==> src/rtl/dsweep_pkg.sv <==
package dsweep_pkg;

  typedef enum logic [1:0] {
    TGT_FREQ  = 2'd0,
    TGT_PHASE = 2'd1,
    TGT_AMP   = 2'd2
  } tgt_e;

  // Upper code bit selects amplitude; lower bit only matters when it is clear.
  function automatic tgt_e decode_tgt(input logic [1:0] code);
    if (code[1])      return TGT_AMP;
    else if (code[0]) return TGT_PHASE;
    else              return TGT_FREQ;
  endfunction

endpackage

==> src/rtl/dsweep_regs.sv <==
module dsweep_regs #(
  parameter int W  = 32,
  parameter int RW = 16
) (
  input  logic          clk,
  input  logic          rst_n,
  input  logic          load_i,
  input  logic [W-1:0]  cfg_lo_i,
  input  logic [W-1:0]  cfg_hi_i,
  input  logic [W-1:0]  cfg_rise_step_i,
  input  logic [W-1:0]  cfg_fall_step_i,
  input  logic [RW-1:0] cfg_rise_rate_i,
  input  logic [RW-1:0] cfg_fall_rate_i,
  output logic [W-1:0]  lo_q,
  output logic [W-1:0]  hi_q,
  output logic [W-1:0]  rise_step_q,
  output logic [W-1:0]  fall_step_q,
  output logic [RW-1:0] rise_rate_q,
  output logic [RW-1:0] fall_rate_q
);

  always_ff @(posedge clk) begin
    if (!rst_n) begin
      lo_q        <= '0;
      hi_q        <= '0;
      rise_step_q <= '0;
      fall_step_q <= '0;
      rise_rate_q <= '0;
      fall_rate_q <= '0;
    end else if (load_i) begin
      lo_q        <= cfg_lo_i;
      hi_q        <= cfg_hi_i;
      rise_step_q <= cfg_rise_step_i;
      fall_step_q <= cfg_fall_step_i;
      rise_rate_q <= cfg_rise_rate_i;
      fall_rate_q <= cfg_fall_rate_i;
    end
  end

  // active bounds move only on a load strobe
  p_cfg_only_on_load_r10: assert property (@(posedge clk) disable iff (!rst_n)
    !load_i |=> ($stable(hi_q) && $stable(lo_q) && $stable(rise_rate_q)));

endmodule

==> src/rtl/dsweep_timer.sv <==
module dsweep_timer #(
  parameter int RW = 16
) (
  input  logic          clk,
  input  logic          rst_n,
  input  logic          en_i,
  input  logic          hold_i,
  input  logic          dir_i,
  input  logic [RW-1:0] rise_rate_i,
  input  logic [RW-1:0] fall_rate_i,
  output logic          step_o
);

  logic [RW-1:0] cnt_q;
  logic          dir_q;
  logic          run;
  logic          turn;
  logic [RW-1:0] sel_rate;
  logic [RW-1:0] reload;

  assign run      = en_i && !hold_i;
  assign turn     = dir_i != dir_q;
  assign sel_rate = dir_i ? rise_rate_i : fall_rate_i;
  // A zero interval behaves as one: reload to zero means a step every clock.
  assign reload   = (sel_rate == '0) ? '0 : sel_rate - 1'b1;
  assign step_o   = run && !turn && (cnt_q == '0);

  always_ff @(posedge clk) begin
    if (!rst_n) begin
      cnt_q <= '0;
      dir_q <= 1'b0;
    end else if (run) begin
      dir_q <= dir_i;
      if (turn || cnt_q == '0) cnt_q <= reload;
      else                     cnt_q <= cnt_q - 1'b1;
    end
  end

  // after a step with an interval above one, the next clock takes no step
  p_step_gap_r6: assert property (@(posedge clk) disable iff (!rst_n)
    (step_o && ((dir_q ? rise_rate_i : fall_rate_i) > 1)) |=> !step_o);

  // hold freezes the interval count
  p_hold_count_r7: assert property (@(posedge clk) disable iff (!rst_n)
    (en_i && hold_i) |=> $stable(cnt_q));

  // a reversal never steps
  p_turn_nostep_r6: assert property (@(posedge clk) disable iff (!rst_n)
    (run && turn) |-> !step_o);

endmodule

==> src/rtl/dsweep_accum.sv <==
module dsweep_accum #(
  parameter int W = 32
) (
  input  logic         clk,
  input  logic         rst_n,
  input  logic         en_i,
  input  logic         clr_i,
  input  logic         autoclr_i,
  input  logic         load_i,
  input  logic         hold_i,
  input  logic         nodwell_i,
  input  logic         dir_i,
  input  logic         step_i,
  input  logic [W-1:0] lo_i,
  input  logic [W-1:0] hi_i,
  input  logic [W-1:0] rise_step_i,
  input  logic [W-1:0] fall_step_i,
  output logic [W-1:0] acc_o
);

  logic [W-1:0] acc_q;
  logic [W:0]   sum_ext;
  logic [W:0]   dif_ext;
  logic [W-1:0] rise_nxt;
  logic [W-1:0] fall_nxt;
  logic         zero_now;

  assign sum_ext  = {1'b0, acc_q} + {1'b0, rise_step_i};
  assign dif_ext  = {1'b0, acc_q} - {1'b0, fall_step_i};
  assign zero_now = clr_i || (load_i && autoclr_i);

  always_comb begin
    if (acc_q >= hi_i)                    rise_nxt = nodwell_i ? lo_i : hi_i;
    else if (sum_ext > {1'b0, hi_i})      rise_nxt = hi_i;
    else                                  rise_nxt = sum_ext[W-1:0];
  end

  always_comb begin
    if (acc_q <= lo_i)                          fall_nxt = nodwell_i ? hi_i : lo_i;
    else if (dif_ext[W] || dif_ext[W-1:0] < lo_i) fall_nxt = lo_i;
    else                                        fall_nxt = dif_ext[W-1:0];
  end

  always_ff @(posedge clk) begin
    if (!rst_n)                  acc_q <= '0;
    else if (en_i) begin
      if (zero_now)              acc_q <= '0;
      else if (!hold_i && step_i) acc_q <= dir_i ? rise_nxt : fall_nxt;
    end
  end

  assign acc_o = acc_q;

  // clear wins over everything once enabled
  p_clear_zero_r9: assert property (@(posedge clk) disable iff (!rst_n)
    (en_i && clr_i) |=> (acc_q == '0));

  // hold keeps the value when no clear is pending
  p_hold_stable_r7: assert property (@(posedge clk) disable iff (!rst_n)
    (en_i && hold_i && !zero_now) |=> $stable(acc_q));

  // disabled ramp keeps its value
  p_off_stable_r8: assert property (@(posedge clk) disable iff (!rst_n)
    !en_i |=> $stable(acc_q));

  // saturating rise never passes the upper bound
  p_no_overflow_r4: assert property (@(posedge clk) disable iff (!rst_n)
    (en_i && step_i && !hold_i && dir_i && !nodwell_i && !zero_now)
      |=> (acc_q <= $past(hi_i)));

  // a rise from inside the bounds without wrap never decreases
  p_rise_mono_r2: assert property (@(posedge clk) disable iff (!rst_n)
    (en_i && step_i && !hold_i && dir_i && !nodwell_i && !zero_now && acc_q <= hi_i)
      |=> (acc_q >= $past(acc_q)));

  // a fall from inside the bounds without wrap never increases
  p_fall_mono_r3: assert property (@(posedge clk) disable iff (!rst_n)
    (en_i && step_i && !hold_i && !dir_i && !nodwell_i && !zero_now && acc_q >= lo_i)
      |=> (acc_q <= $past(acc_q)));

endmodule

==> src/rtl/dsweep_route.sv <==
module dsweep_route
  import dsweep_pkg::*;
#(
  parameter int W  = 32,
  parameter int PW = 16,
  parameter int AW = 12
) (
  input  logic          en_i,
  input  logic [1:0]    dest_i,
  input  logic [W-1:0]  ramp_i,
  input  logic [W-1:0]  prof_freq_i,
  input  logic [PW-1:0] prof_phase_i,
  input  logic [AW-1:0] prof_amp_i,
  output logic [W-1:0]  freq_o,
  output logic [PW-1:0] phase_o,
  output logic [AW-1:0] amp_o
);

  tgt_e tgt;
  assign tgt = decode_tgt(dest_i);

  always_comb begin
    freq_o  = prof_freq_i;
    phase_o = prof_phase_i;
    amp_o   = prof_amp_i;
    if (en_i) begin
      unique case (tgt)
        TGT_FREQ:  freq_o  = ramp_i;
        TGT_PHASE: phase_o = ramp_i[W-1 -: PW];
        default:   amp_o   = ramp_i[W-1 -: AW];
      endcase
    end
  end

  // at most one parameter departs from its profile value
  always_comb begin
    a_one_target_r11: assert ($countones({freq_o != prof_freq_i,
                                          phase_o != prof_phase_i,
                                          amp_o != prof_amp_i}) <= 1);
  end

endmodule

==> src/rtl/dsweep_gen.sv <==
module dsweep_gen #(
  parameter int W  = 32,
  parameter int RW = 16,
  parameter int PW = 16,
  parameter int AW = 12
) (
  input  logic          clk,
  input  logic          rst_n,
  input  logic          en_i,
  input  logic          nodwell_i,
  input  logic          clr_i,
  input  logic          autoclr_i,
  input  logic          load_i,
  input  logic          dir_i,
  input  logic          hold_i,
  input  logic [1:0]    dest_i,
  input  logic [W-1:0]  cfg_lo_i,
  input  logic [W-1:0]  cfg_hi_i,
  input  logic [W-1:0]  cfg_rise_step_i,
  input  logic [W-1:0]  cfg_fall_step_i,
  input  logic [RW-1:0] cfg_rise_rate_i,
  input  logic [RW-1:0] cfg_fall_rate_i,
  input  logic [W-1:0]  prof_freq_i,
  input  logic [PW-1:0] prof_phase_i,
  input  logic [AW-1:0] prof_amp_i,
  output logic [W-1:0]  ramp_o,
  output logic [W-1:0]  freq_o,
  output logic [PW-1:0] phase_o,
  output logic [AW-1:0] amp_o
);

  logic [W-1:0]  lo_q, hi_q, rise_step_q, fall_step_q;
  logic [RW-1:0] rise_rate_q, fall_rate_q;
  logic          step;

  dsweep_regs #(.W(W), .RW(RW)) u_regs (
    .clk(clk), .rst_n(rst_n), .load_i(load_i),
    .cfg_lo_i(cfg_lo_i), .cfg_hi_i(cfg_hi_i),
    .cfg_rise_step_i(cfg_rise_step_i), .cfg_fall_step_i(cfg_fall_step_i),
    .cfg_rise_rate_i(cfg_rise_rate_i), .cfg_fall_rate_i(cfg_fall_rate_i),
    .lo_q(lo_q), .hi_q(hi_q), .rise_step_q(rise_step_q),
    .fall_step_q(fall_step_q), .rise_rate_q(rise_rate_q),
    .fall_rate_q(fall_rate_q)
  );

  dsweep_timer #(.RW(RW)) u_timer (
    .clk(clk), .rst_n(rst_n), .en_i(en_i), .hold_i(hold_i), .dir_i(dir_i),
    .rise_rate_i(rise_rate_q), .fall_rate_i(fall_rate_q), .step_o(step)
  );

  dsweep_accum #(.W(W)) u_accum (
    .clk(clk), .rst_n(rst_n), .en_i(en_i), .clr_i(clr_i),
    .autoclr_i(autoclr_i), .load_i(load_i), .hold_i(hold_i),
    .nodwell_i(nodwell_i), .dir_i(dir_i), .step_i(step),
    .lo_i(lo_q), .hi_i(hi_q), .rise_step_i(rise_step_q),
    .fall_step_i(fall_step_q), .acc_o(ramp_o)
  );

  dsweep_route #(.W(W), .PW(PW), .AW(AW)) u_route (
    .en_i(en_i), .dest_i(dest_i), .ramp_i(ramp_o),
    .prof_freq_i(prof_freq_i), .prof_phase_i(prof_phase_i),
    .prof_amp_i(prof_amp_i), .freq_o(freq_o), .phase_o(phase_o),
    .amp_o(amp_o)
  );

  // a disabled block hands every profile word straight through
  p_off_passthru_r8: assert property (@(posedge clk) disable iff (!rst_n)
    !en_i |-> (freq_o == prof_freq_i && phase_o == prof_phase_i && amp_o == prof_amp_i));

endmodule

==> config.mk <==
export PLATFORM = sky130hd
export DESIGN_NAME = dsweep_gen
export DESIGN_NICKNAME = d
export VERILOG_FILES = /design/src/rtl/dsweep_pkg.sv /design/src/rtl/dsweep_regs.sv /design/src/rtl/dsweep_timer.sv /design/src/rtl/dsweep_accum.sv /design/src/rtl/dsweep_route.sv /design/src/rtl/dsweep_gen.sv
export SDC_FILE = /design/constraint.sdc
export NUM_CORES = 1
export LEC_CHECK = 0
export ABC_CLOCK_PERIOD_IN_PS = 14600
export BUFFER_PORTS_ARGS = -buffer_cell sky130_fd_sc_hd__buf_2
export CAP_MARGIN = 15
export CORE_ASPECT_RATIO = 1.75
export CORE_MARGIN = 10
export CORE_UTILIZATION = 60
export DETAILED_ROUTE_END_ITERATION = 8
export MAX_ROUTING_LAYER = met4
export PLACE_DENSITY = 0.92
export SETUP_SLACK_MARGIN = 0.2
export SYNTH_ARGS = -nofsm -noshare
export SYNTH_HDL_FRONTEND = slang
export SYNTH_SLANG_ARGS = --single-unit
==> constraint.sdc <==
create_clock -name clk -period 14.6 [get_ports clk]
set_input_delay 2.92 -clock clk [delete_from_list [all_inputs] [get_ports clk]]
set_output_delay 2.92 -clock clk [all_outputs]
set_load 0.1 [all_outputs]
== Word-level counts from Yosys, hierarchy flattened ==
Cells that the tools add are included.
Word-level totals
  bits in registers: 209
  input port bits: 231
  output and inout port bits: 92
  word-level logic and storage cells: 55
Cells by class
  add/sub/neg operators: 4
  order comparisons: 4
  equal/unequal tests: 2
  mux-type cells: 20
  reduce and logical (&&, ||, !) cells: 16
Operators with widths (count)
  32-bit two-way mux: 11
  16-bit two-way mux: 5
  32-bit by 32-bit adder with 33-bit output: 1
  33-bit by 32-bit > comparator with 1-bit output: 1
  32-bit by 32-bit subtractor with 33-bit output: 1
  32-bit greater-or-equal comparator: 1
  32-bit <= comparator: 1
  16-bit logical NOT: 2
  32-bit less-than comparator: 1
  16-bit by 1-bit subtractor with 16-bit output, second input constant: 2
  12-bit two-way mux: 2
  1-bit logical AND: 5
  1-bit logical OR: 3
  2-bit by 1-bit equality test with 1-bit output, second input constant: 1
  1-bit logical NOT: 2
  2-bit logical NOT: 1
  2-bit two-way mux: 1
  2-bit AND reduction: 1
  2-bit nonzero test: 1
  2-bit OR reduction: 1
  1-bit two-way mux: 1
  1-bit != test: 1

== Longest topological paths before layout ==
Gate-level depths: netlist of run 1.
  depth in word-level cells: 8
  gate-level depth with buffers: 24
  gate-level depth less buffers: 22

== Modules after synthesis ==
A second synthesis of run 1 with hierarchy kept.
Unflattened totals
  cell total of the unflattened synthesis: 1942
  area, all modules: 17032.6 µm²
By module, submodules not included
  dsweep_accum: instances 1, cells an instance 1123, area each 8385.5 µm², sequential area each 640.6 µm²
  dsweep_regs: instances 1, cells an instance 515, area each 6088.3 µm², sequential area each 3203.1 µm²
  dsweep_timer: instances 1, cells an instance 236, area each 1794.2 µm², sequential area each 340.3 µm²
  dsweep_route: instances 1, cells an instance 68, area each 764.5 µm², sequential area each 0.0 µm²

== Worst setup path after synthesis of run 1 ==
OpenSTA, ideal clock, no wires.
  path type: in2out
  start point: input port dest_i[0]
  end point: output port freq_o[10]
  data arrival time: 4.297 ns
  required time: 11.680 ns
  slack: 7.383 ns
  stages on the path: 3
  path buffers: 1
  path through: nor3b_1 > clkbuf_1 > mux2_2
On the way
  cells in the longest elaborated chain, start to end: 5
Ends and longest elaborated chain
  start, declared: line dsweep_gen.sv:16  | input logic [1:0] dest_i,
  1-bit two-way mux: line dsweep_pkg.sv:12  | else if (code[0]) return TGT_PHASE;
  2-bit two-way mux: line dsweep_pkg.sv:11  | if (code[1]) return TGT_AMP;
  2-bit logical NOT: line dsweep_route.sv:27  | unique case (tgt)
  32-bit two-way mux: line dsweep_route.sv:27
  32-bit two-way mux: line dsweep_route.sv:26  | if (en_i) begin
  end, declared: line dsweep_gen.sv:27  | output logic [W-1:0] freq_o,
Every way passes these cells.

== Worst setup path after layout of run 1 ==
  start point: input port en_i
  end point: output port phase_o[5]
On the way
  cells in the longest elaborated chain, start to end: 1
Ends and longest elaborated chain
  start, declared: line dsweep_gen.sv:9  | input logic en_i,
  16-bit two-way mux: line dsweep_route.sv:26
  end, declared: line dsweep_gen.sv:28  | output logic [PW-1:0] phase_o,
Every way passes these cells.

==> metrics.md, run 1 <==
| Metric | Value |
|---|---|
| Core area | `28,100 um2` |
| CP Launch Type | `primary input` |
| Routed via count | `between 15,000 and 20,000` |
| DPL Wire Length | `~46,000 um` |
| Post-Synthesis Cells | `between 2,000 and 2,500` |
| Top_reg_cell synth | `dfxtp_1` |
| Final worst path period share | `a little over half` |
| GRT Util Overall | `a little under a third` |
| Slew HR | `35.9%` |
| Clock sink total | `209` |
| Port Buffer Count | `between 300 and 400` |
| Routed wire length | `about 60,000 um` |
| Reg2reg start | `u_accum.acc_o[1]$_SDFFE_PN0P_` |
| Critical Path Start | `en_i` |
| Critical path arrival | `roughly 4.7 ns` |
| Yosys reg bits | `approximately 210` |
| Nets@finish | `2,715` |
| Syn_area_per_cell | `around 8.5 um2` |
| CTS max path bufs | `3` |
| Via-to-Cell Ratio | `between 6 and 7` |
| Clock slew at reported path FFs | `~0.07 ns` |
| Pin count of the biggest net entering global routing | `94` |
| Initial drt markers | `1,285` |
| WL per Instance | `~22 um` |
| GP Congestion | `0.973` |
| Hold slack | `a little over 0.5 ns` |
| Maximum vdd drop | `between 0.1 and 0.15 mV` |
| Pwr/cell area | `~87 nW/um2` |
| Hold_sp | `u_timer.dir_q$_SDFFE_PN0P_` |
| Syn Std Cell Area | `17,100 um2` |
| H-tree depth | `1` |
| Sequential area share after synthesis | `around 24%` |
| Total gr overflow | `0` |
| Critical path class | `primary input to output port` |
| Setup TNS | `0 ns` |
| Drt drc | `0` |
| Max-cap violations | `0` |
| Post-route ant nets | `0` |
| Final slew viol count | `0` |
| Drt pass-1 iters | `7` |
| Final count of negative-setup-slack endpoints | `0` |
| Antenna violations before repair | `2` |
| Static Leak | `a little over 9 nW` |
| First-pass GRT wire length | `89,400 um` |
| Initial Utilization | `around 61%` |
| # rows | `81` |
| Mapped Nets | `2,443` |
| Die ar. | `36,000 um2` |
| Fin. Hold Viols | `0` |
| Worst-path maximum fanout | `16` |
| Vias in the first global route | `17,100` |
| Latest clock arrival within the worst-skew pair | `about 0.56 ns` |
| Asr flop ratio synth | `0%` |
| Hold-fix buffers, CTS | `0` |
| RSZ-0062 raised after global routing | `false` |
| HP Class | `register to register` |
| Synth cell types | `85` |
| Fill cells | `around 2,300` |
| Synth Warn # | `0` |
| Setup Buffers After CTS | `0` |
| Clock Skew | `between 0.015 and 0.02 ns` |
| CTS root buf | `clkbuf_16` |
| Synthesis-to-finish area growth | `14.9%` |
| EDFF count, synth | `0` |
| Worst EP required | `11.68 ns` |
| Fin crit period | `about 7.6 ns` |
| DIE WIDTH | `around 150 um` |
| Fmax | `between 0.1 and 0.15 GHz` |
| CTS buffer count | `22` |
| Critical Path Sink Type | `output port` |
| Worst slew pin tran | `about 0.96 ns` |
| CTS tree | `yes` |
| # IOs | `between 300 and 400` |
| Status | `finished clean` |
| DIE HEIGHT | `around 240 um` |
| Layout cells sized above 1 | `roughly a fifth` |
| PostCTS Resize Cnt | `0` |
[cell type report]
class / instances / area, um2 / area share [%]
Antenna cell: 2 / 5.00 / 0.0254
Clock buffer: 28 / 634 / 3.22
Clock inverter: 12 / 75.1 / 0.381
Inverter: 131 / 492 / 2.50
Multi-Input combinational cell: 1584 / 12100 / 61.3
Sequential cell: 209 / 4180 / 21.3
Tap cell: 373 / 467 / 2.37
Timing Repair Buffer: 340 / 1760 / 8.93
[metrics by stage]
step	cells	total power [mW]	cell area, um2	util, %	setup WS, ns
2_1_floorplan	2016	1.01	17100	-	7.38
3_5_place_dp	2637	1.15	19000	67.6	7.01
4_1_cts	2677	1.71	19700	70.1	7.01
6_report	2679	1.71	19700	70.1	6.97
5_1_grt	2679	1.79	19700	70.1	6.93
3_3_place_gp	2637	1.13	19000	67.6	7.10
[metal layers]
metal	share of wire [%]	vias up	wire, um	track usage, %
met5	0	-	0	-
met2	50	697	29400	55.4
met3	5.8	299	3390	5.01
met1	35	7724	20600	31.3
met4	8.6	0	5000	23.1
li1	-	7878	-	-
[flip-flops by register name, indices dropped and copies added (netlist names), 16 cells and up]
name and count:
u_accum.acc_o 32, u_regs.fall_rate_q 16, u_regs.fall_step_q 32, u_regs.hi_q 32, u_regs.lo_q 32, u_regs.rise_rate_q 16, u_regs.rise_step_q 32, u_timer.cnt_q 16
[placed cells by master (no fill, tap or decap), drive strengths merged, types with 32 or more instances in the layout]
cell and instances:
buf 339, dfxtp 209, ha 194, nor2b 179
mux2i 175, a21oi 159, inv 131, nor2 115
o21ai 107, nand2 106, mux2 63, a21o 48
xnor2 45, nand4 32, o221ai 32
[power breakdown]
part | switching, mW | internal, mW
clock | 0.259 | 0.309
combinational | 0.325 | 0.186
sequential | 0.0335 | 0.601
[cells in the mapped netlist (all sizes together), types with 9 or more instances]
cell,instances,area [um2]
clkbuf,50,189
a21oi,159,800
buf,42,213
a31oi,11,68.8
a21o,48,360
nor3,29,145
nor2b,179,1120
o31ai,15,160
o21ai,107,543
nand2b,9,56.3
inv,131,492
ha,194,2430
mux2,63,709
nor4,9,56.3
xnor2,45,394
a221o,24,240
a22oi,10,80.1
o221ai,32,280
mux2i,175,1760
xor2,27,236
o211ai,13,111
or2,11,68.8
nor2,115,432
nand4,32,200
dfxtp,209,4180
o21a,15,113
nand2,106,398
nor3b,10,75.1
and3,9,56.3
a211oi,31,243
nand3,21,105
[kinds of logic (layout without fill, tap and decap cells)]
| family | after synthesis | count (layout) | synth area share, % |
|---|---|---|---|
| AOI/OAI and AO/OA | 533 | 533 | 21.4 |
| xor gates and xnor gates | 72 | 72 | 3.68 |
| and+or+nand+nor | 545 | 545 | 16.5 |
| muxes | 238 | 238 | 14.4 |
| adders and majority gates | 196 | 196 | 14.4 |
| buffers and inverters | 223 | 511 | 5.21 |
| DFF | 209 | 209 | 24.4 |
| other | 0 | 2 | 0 |
[final timing paths]
path | endpoint | slack, ns | depth (start not counted)
worst max-delay path | phase_o[5] | 6.97 | 4
worst min-delay path | u_timer.dir_q$_SDFFE_PN0P_ | 0.50 | 2
worst max register to register | u_accum.acc_o[22]$_SDFFE_PN0P_ | 8.41 | 20
worst min register to register | u_timer.dir_q$_SDFFE_PN0P_ | 0.50 | 2
[worst max-delay path, cell delays in order]
cell	delay, ns
buf_2	0.21
nand3b_1	0.69
mux2_2	0.44
buf_2	0.43
(Power assumes the default switching activity.)
==> inputs of run 2 (changes only) <==
- ABC_AREA: default -> 1
- ABC_CLOCK_PERIOD_IN_PS: 14600 -> 6300
- CORE_UTILIZATION: 60 -> 53
- PLACE_DENSITY: 0.92 -> 0.86
- clock period: 14.6 -> 6.3 ns (I/O delays scaled with it)
==> metrics.md, run 2 <==
| Metric | Value |
|---|---|
| Asr flop ratio synth | `0% (unchanged)` |
| Commonest non-fill, non-tap cell in the layout | `nand2_1` |
| Syn_area_per_cell | `6.28 um2 (-26%)` |
| Worst-path maximum fanout | `36 (+20)` |
| Final slew viol count | `0 (unchanged)` |
| CTS root buf | `clkbuf_16` |
| Worst slew pin tran | `1.17 ns (+0.206 ns)` |
| GRT Util Overall | `31.9% (+0.18 points)` |
| Drt drc | `0 (unchanged)` |
| Critical R2R Capture | `u_accum.acc_o[31]$_SDFFE_PN0P_` |
| HP Class | `register to register` |
| Synthesis-to-finish area growth | `14.1%` |
| Placed instance area | `20,400 um2 (+7.4%)` |
| Worst setup path end | `u_accum.acc_o[31]$_SDFFE_PN0P_` |
| Top post-synthesis cells by count | `nand2_1, inv_1, o21ai_0, a21oi_1, nor2_1` |
| Worst R2R Setup Slack | `1.13 ns (-7.28 ns)` |
| EDFF count, synth | `0 (unchanged)` |
| Synth cell types | `56 (-34%)` |
| CTS buffer count | `23 (+4.5%)` |
| Clock sink total | `209 (unchanged)` |
| Static Leak | `10.8 nW (+18%)` |
| Fin crit period | `~5.2 ns` |
| CP Launch Type | `register` |
| H-tree depth | `1 (unchanged)` |
| Clock slew at reported path FFs | `0.07 ns (about the same)` |
| Post-route ant nets | `0 (unchanged)` |
| Top_reg_cell synth | `dfxtp_1` |
| Area leader, netlist | `dfxtp_1` |
| # placed instances | `3,629 (+38%)` |
| PostCTS Resize Cnt | `0 (unchanged)` |
| Yosys reg bits | `209 (unchanged)` |
| Vias in the first global route | `20,500 (+20%)` |
| Top Usage Layer GRT | `met2` |
| Maximum vdd drop | `0.254 mV (+140%)` |
| Register-to-Register Path Depth | `25 (+25%)` |
| Core area | `34,500 um2 (+23%)` |
| Die ar. | `43,100 um2 (+20%)` |
| Post-Layout Cell Count | `3,673 (+37%)` |
| M2 GR Usage | `55.3% (-0.11 points)` |
| RSZ-0062 raised after global routing | `false` |
| Synth Warn # | `0 (unchanged)` |
| Syn Std Cell Area | `18,500 um2 (+8.1%)` |
| Clock Skew | `0.0279 ns (+0.00903 ns)` |
| CTS tree | `yes` |
| Final count of negative-setup-slack endpoints | `0 (unchanged)` |
| Mapped Nets | `3,375 (+38%)` |
| Drt pass-1 iters | `6 (-1)` |
| Pin count of the biggest net entering global routing | `166 (+77%)` |
| DIE HEIGHT | `267 um (+9.7%)` |
| Total gr overflow | `0 (unchanged)` |
| Reg2reg start | `u_accum.acc_o[0]$_SDFFE_PN0P_` |
| Nets@finish | `3,621 (+33%)` |
| Fin. Hold Viols | `0 (unchanged)` |
| Sequential area share after synthesis | `22.6% (-1.8 points)` |
| WL per Instance | `19.4 um (-11%)` |
| Fill cells | `3,385 (+50%)` |
| Final worst path period share | `around four fifths` |
| Share of the synthesized area in the top cell type | `22.6% (-1.8 points)` |
| Status | `finished clean` |
| Setup Buffers After CTS | `0 (unchanged)` |
| Latest clock arrival within the worst-skew pair | `0.57 ns (about the same)` |
| Critical Path Sink Type | `register` |
| Layout cells sized above 1 | `14.5% (-6.4 points)` |
| DIE WIDTH | `161 um (+9.2%)` |
| DPL Wire Length | `55,300 um (+20%)` |
| Max-cap violations | `0 (unchanged)` |
| Core Util, Final | `61.3% (-8.8 points)` |
| Routed via count | `21,200 (+27%)` |
| # IOs | `323 (unchanged)` |
| CTS max path bufs | `3 (unchanged)` |
| Commonest non-fill, non-tap cells in the layout | `nand2_1, inv_1, o21ai_0` |
| Post-Layout Inst Area | `21,100 um2 (+7.4%)` |
| Port Buffer Count | `322 (unchanged)` |
| Fmax | `roughly 0.19 GHz` |
| Met3 GRT Util | `4.81% (-0.20 points)` |
| Worst EP required | `6.78 ns (-4.90 ns)` |
| First-pass GRT wire length | `108,000 um (+20%)` |
| Power Total | `4.51 mW (+160%)` |
| GR met1 Demand/Resource | `32.6% (+1.4 points)` |
| Critical path arrival | `5.65 ns (+0.94 ns)` |
| Critical Path Start | `u_accum.acc_o[0]$_SDFFE_PN0P_` |
| Post-Synthesis Cells | `2,948 (+46%)` |
| Routed wire length | `71,400 um (+22%)` |
| Slew HR | `22.1% (-14 points)` |
| Pwr/cell area | `213 nW/um2 (+150%)` |
| Top-count cell post-synth | `nand2_1` |
| GP Congestion | `1.03 (+5.4%)` |
| Critical path class | `register to register` |
| Setup TNS | `0 ns (unchanged)` |
| Initial Utilization | `53.7% (-7.3 points)` |
| Hold-fix buffers, CTS | `0 (unchanged)` |
| Via-to-Cell Ratio | `5.76 (-7.1%)` |
| Top cells by area, synth | `dfxtp_1, nand2_1, ha_1` |
| Antenna violations before repair | `2 (unchanged)` |
| Initial drt markers | `2,112 (+64%)` |
| # rows | `90 (+11%)` |
==> run 2: cell types whose count changed after synthesis, moves of 136 or more <==
cell     change
a21oi_1    +168
inv_1      +218
mux2i_1    -173
nand2_1    +551
nand3_1    +151
nor2_1     +136
nor2b_1    -179
o21ai_0    +267
==> run 2: stage by stage <==
stage | setup WS, ns | hold slack (ns)
6_report | 1.13 | 0.457
5_1_grt | 0.763 | 0.479
4_1_cts | 1.27 | 0.458
3_5_place_dp | 1.34 | 0.448
3_3_place_gp | 1.34 | 0.441
2_1_floorplan | 1.27 | 0.434
==> run 2: worst min path at each step <==
stage,depth (start not counted),start,to
CTS,2,u_regs.rise_rate_q[9]$_SDFFE_PN0P_,u_regs.rise_rate_q[9]$_SDFFE_PN0P_
floorplan,2,u_regs.rise_rate_q[10]$_SDFFE_PN0P_,u_regs.rise_rate_q[10]$_SDFFE_PN0P_
finish,2,u_regs.rise_rate_q[12]$_SDFFE_PN0P_,u_regs.rise_rate_q[12]$_SDFFE_PN0P_
detailed placement,2,u_regs.rise_rate_q[9]$_SDFFE_PN0P_,u_regs.rise_rate_q[9]$_SDFFE_PN0P_
global placement,2,u_regs.rise_rate_q[9]$_SDFFE_PN0P_,u_regs.rise_rate_q[9]$_SDFFE_PN0P_
global route,2,u_regs.fall_step_q[12]$_SDFFE_PN0P_,u_regs.fall_step_q[12]$_SDFFE_PN0P_
==> run 2: power by group <==
group,switching [mW],total (mW),leakage (nW),internal (mW)
registers,0.0588,1.47,1.73,1.41
logic,1.15,1.65,8.69,0.494
clock network,0.617,1.40,0.380,0.780
==> run 2: layer usage <==
| layer | up-vias | share of wire [%] |
|---|---|---|
| li1 | 10300 | - |
| met1 | 9585 | 36 |
| met2 | 934 | 50 |
| met3 | 312 | 7.0 |
| met4 | 0 | 7.5 |
| met5 | - | 0 |
==> run 2: logic make-up after synthesis <==
family | synth area share [%]
adder cells (fa/ha/maj) | 13.3
flip-flops | 22.6
multiplexers | 1.10
XOR/XNOR | 2.22
AND/OR/NAND/NOR | 28.1
AO/OA/AOI/OAI | 22.2
buffers and inverters | 10.5
==> run 2: area by class of cell <==
| class | instances | area (um2) | share of cell area (%) |
|---|---|---|---|
| flip-flops and latches | 209 | 4180 | 19.8 |
| clock inverters | 10 | 101 | 0.479 |
| well taps | 460 | 576 | 2.72 |
| clock buffers | 32 | 659 | 3.12 |
| inverters | 360 | 1360 | 6.43 |
| multi-input cells | 2248 | 12400 | 58.7 |
| diodes | 2 | 5.00 | 0.0237 |
| repair buffers | 352 | 1850 | 8.77 |
==> run 2: critical path: stages (launching register included) <==
cell and delay [ns]:
dfxtp_1 0.35, inv_1 0.21, ha_1 0.18, inv_1 0.10, fa_1 0.52, nand3_1 0.14
nand3_2 0.11, a21oi_1 0.41, o21ai_0 0.27, nand2_1 0.11, nand3_1 0.08, xor2_1 0.18
ha_1 0.28, nand2_1 0.07, nor2_1 0.14, nand4_1 0.14, o21ba_1 0.24, nor2_1 0.04
nand2_2 0.06, buf_4 0.26, nand2_4 0.31, inv_2 0.29, o21ai_1 0.09, o21ai_1 0.20
nand3_1 0.10, a21oi_1 0.15
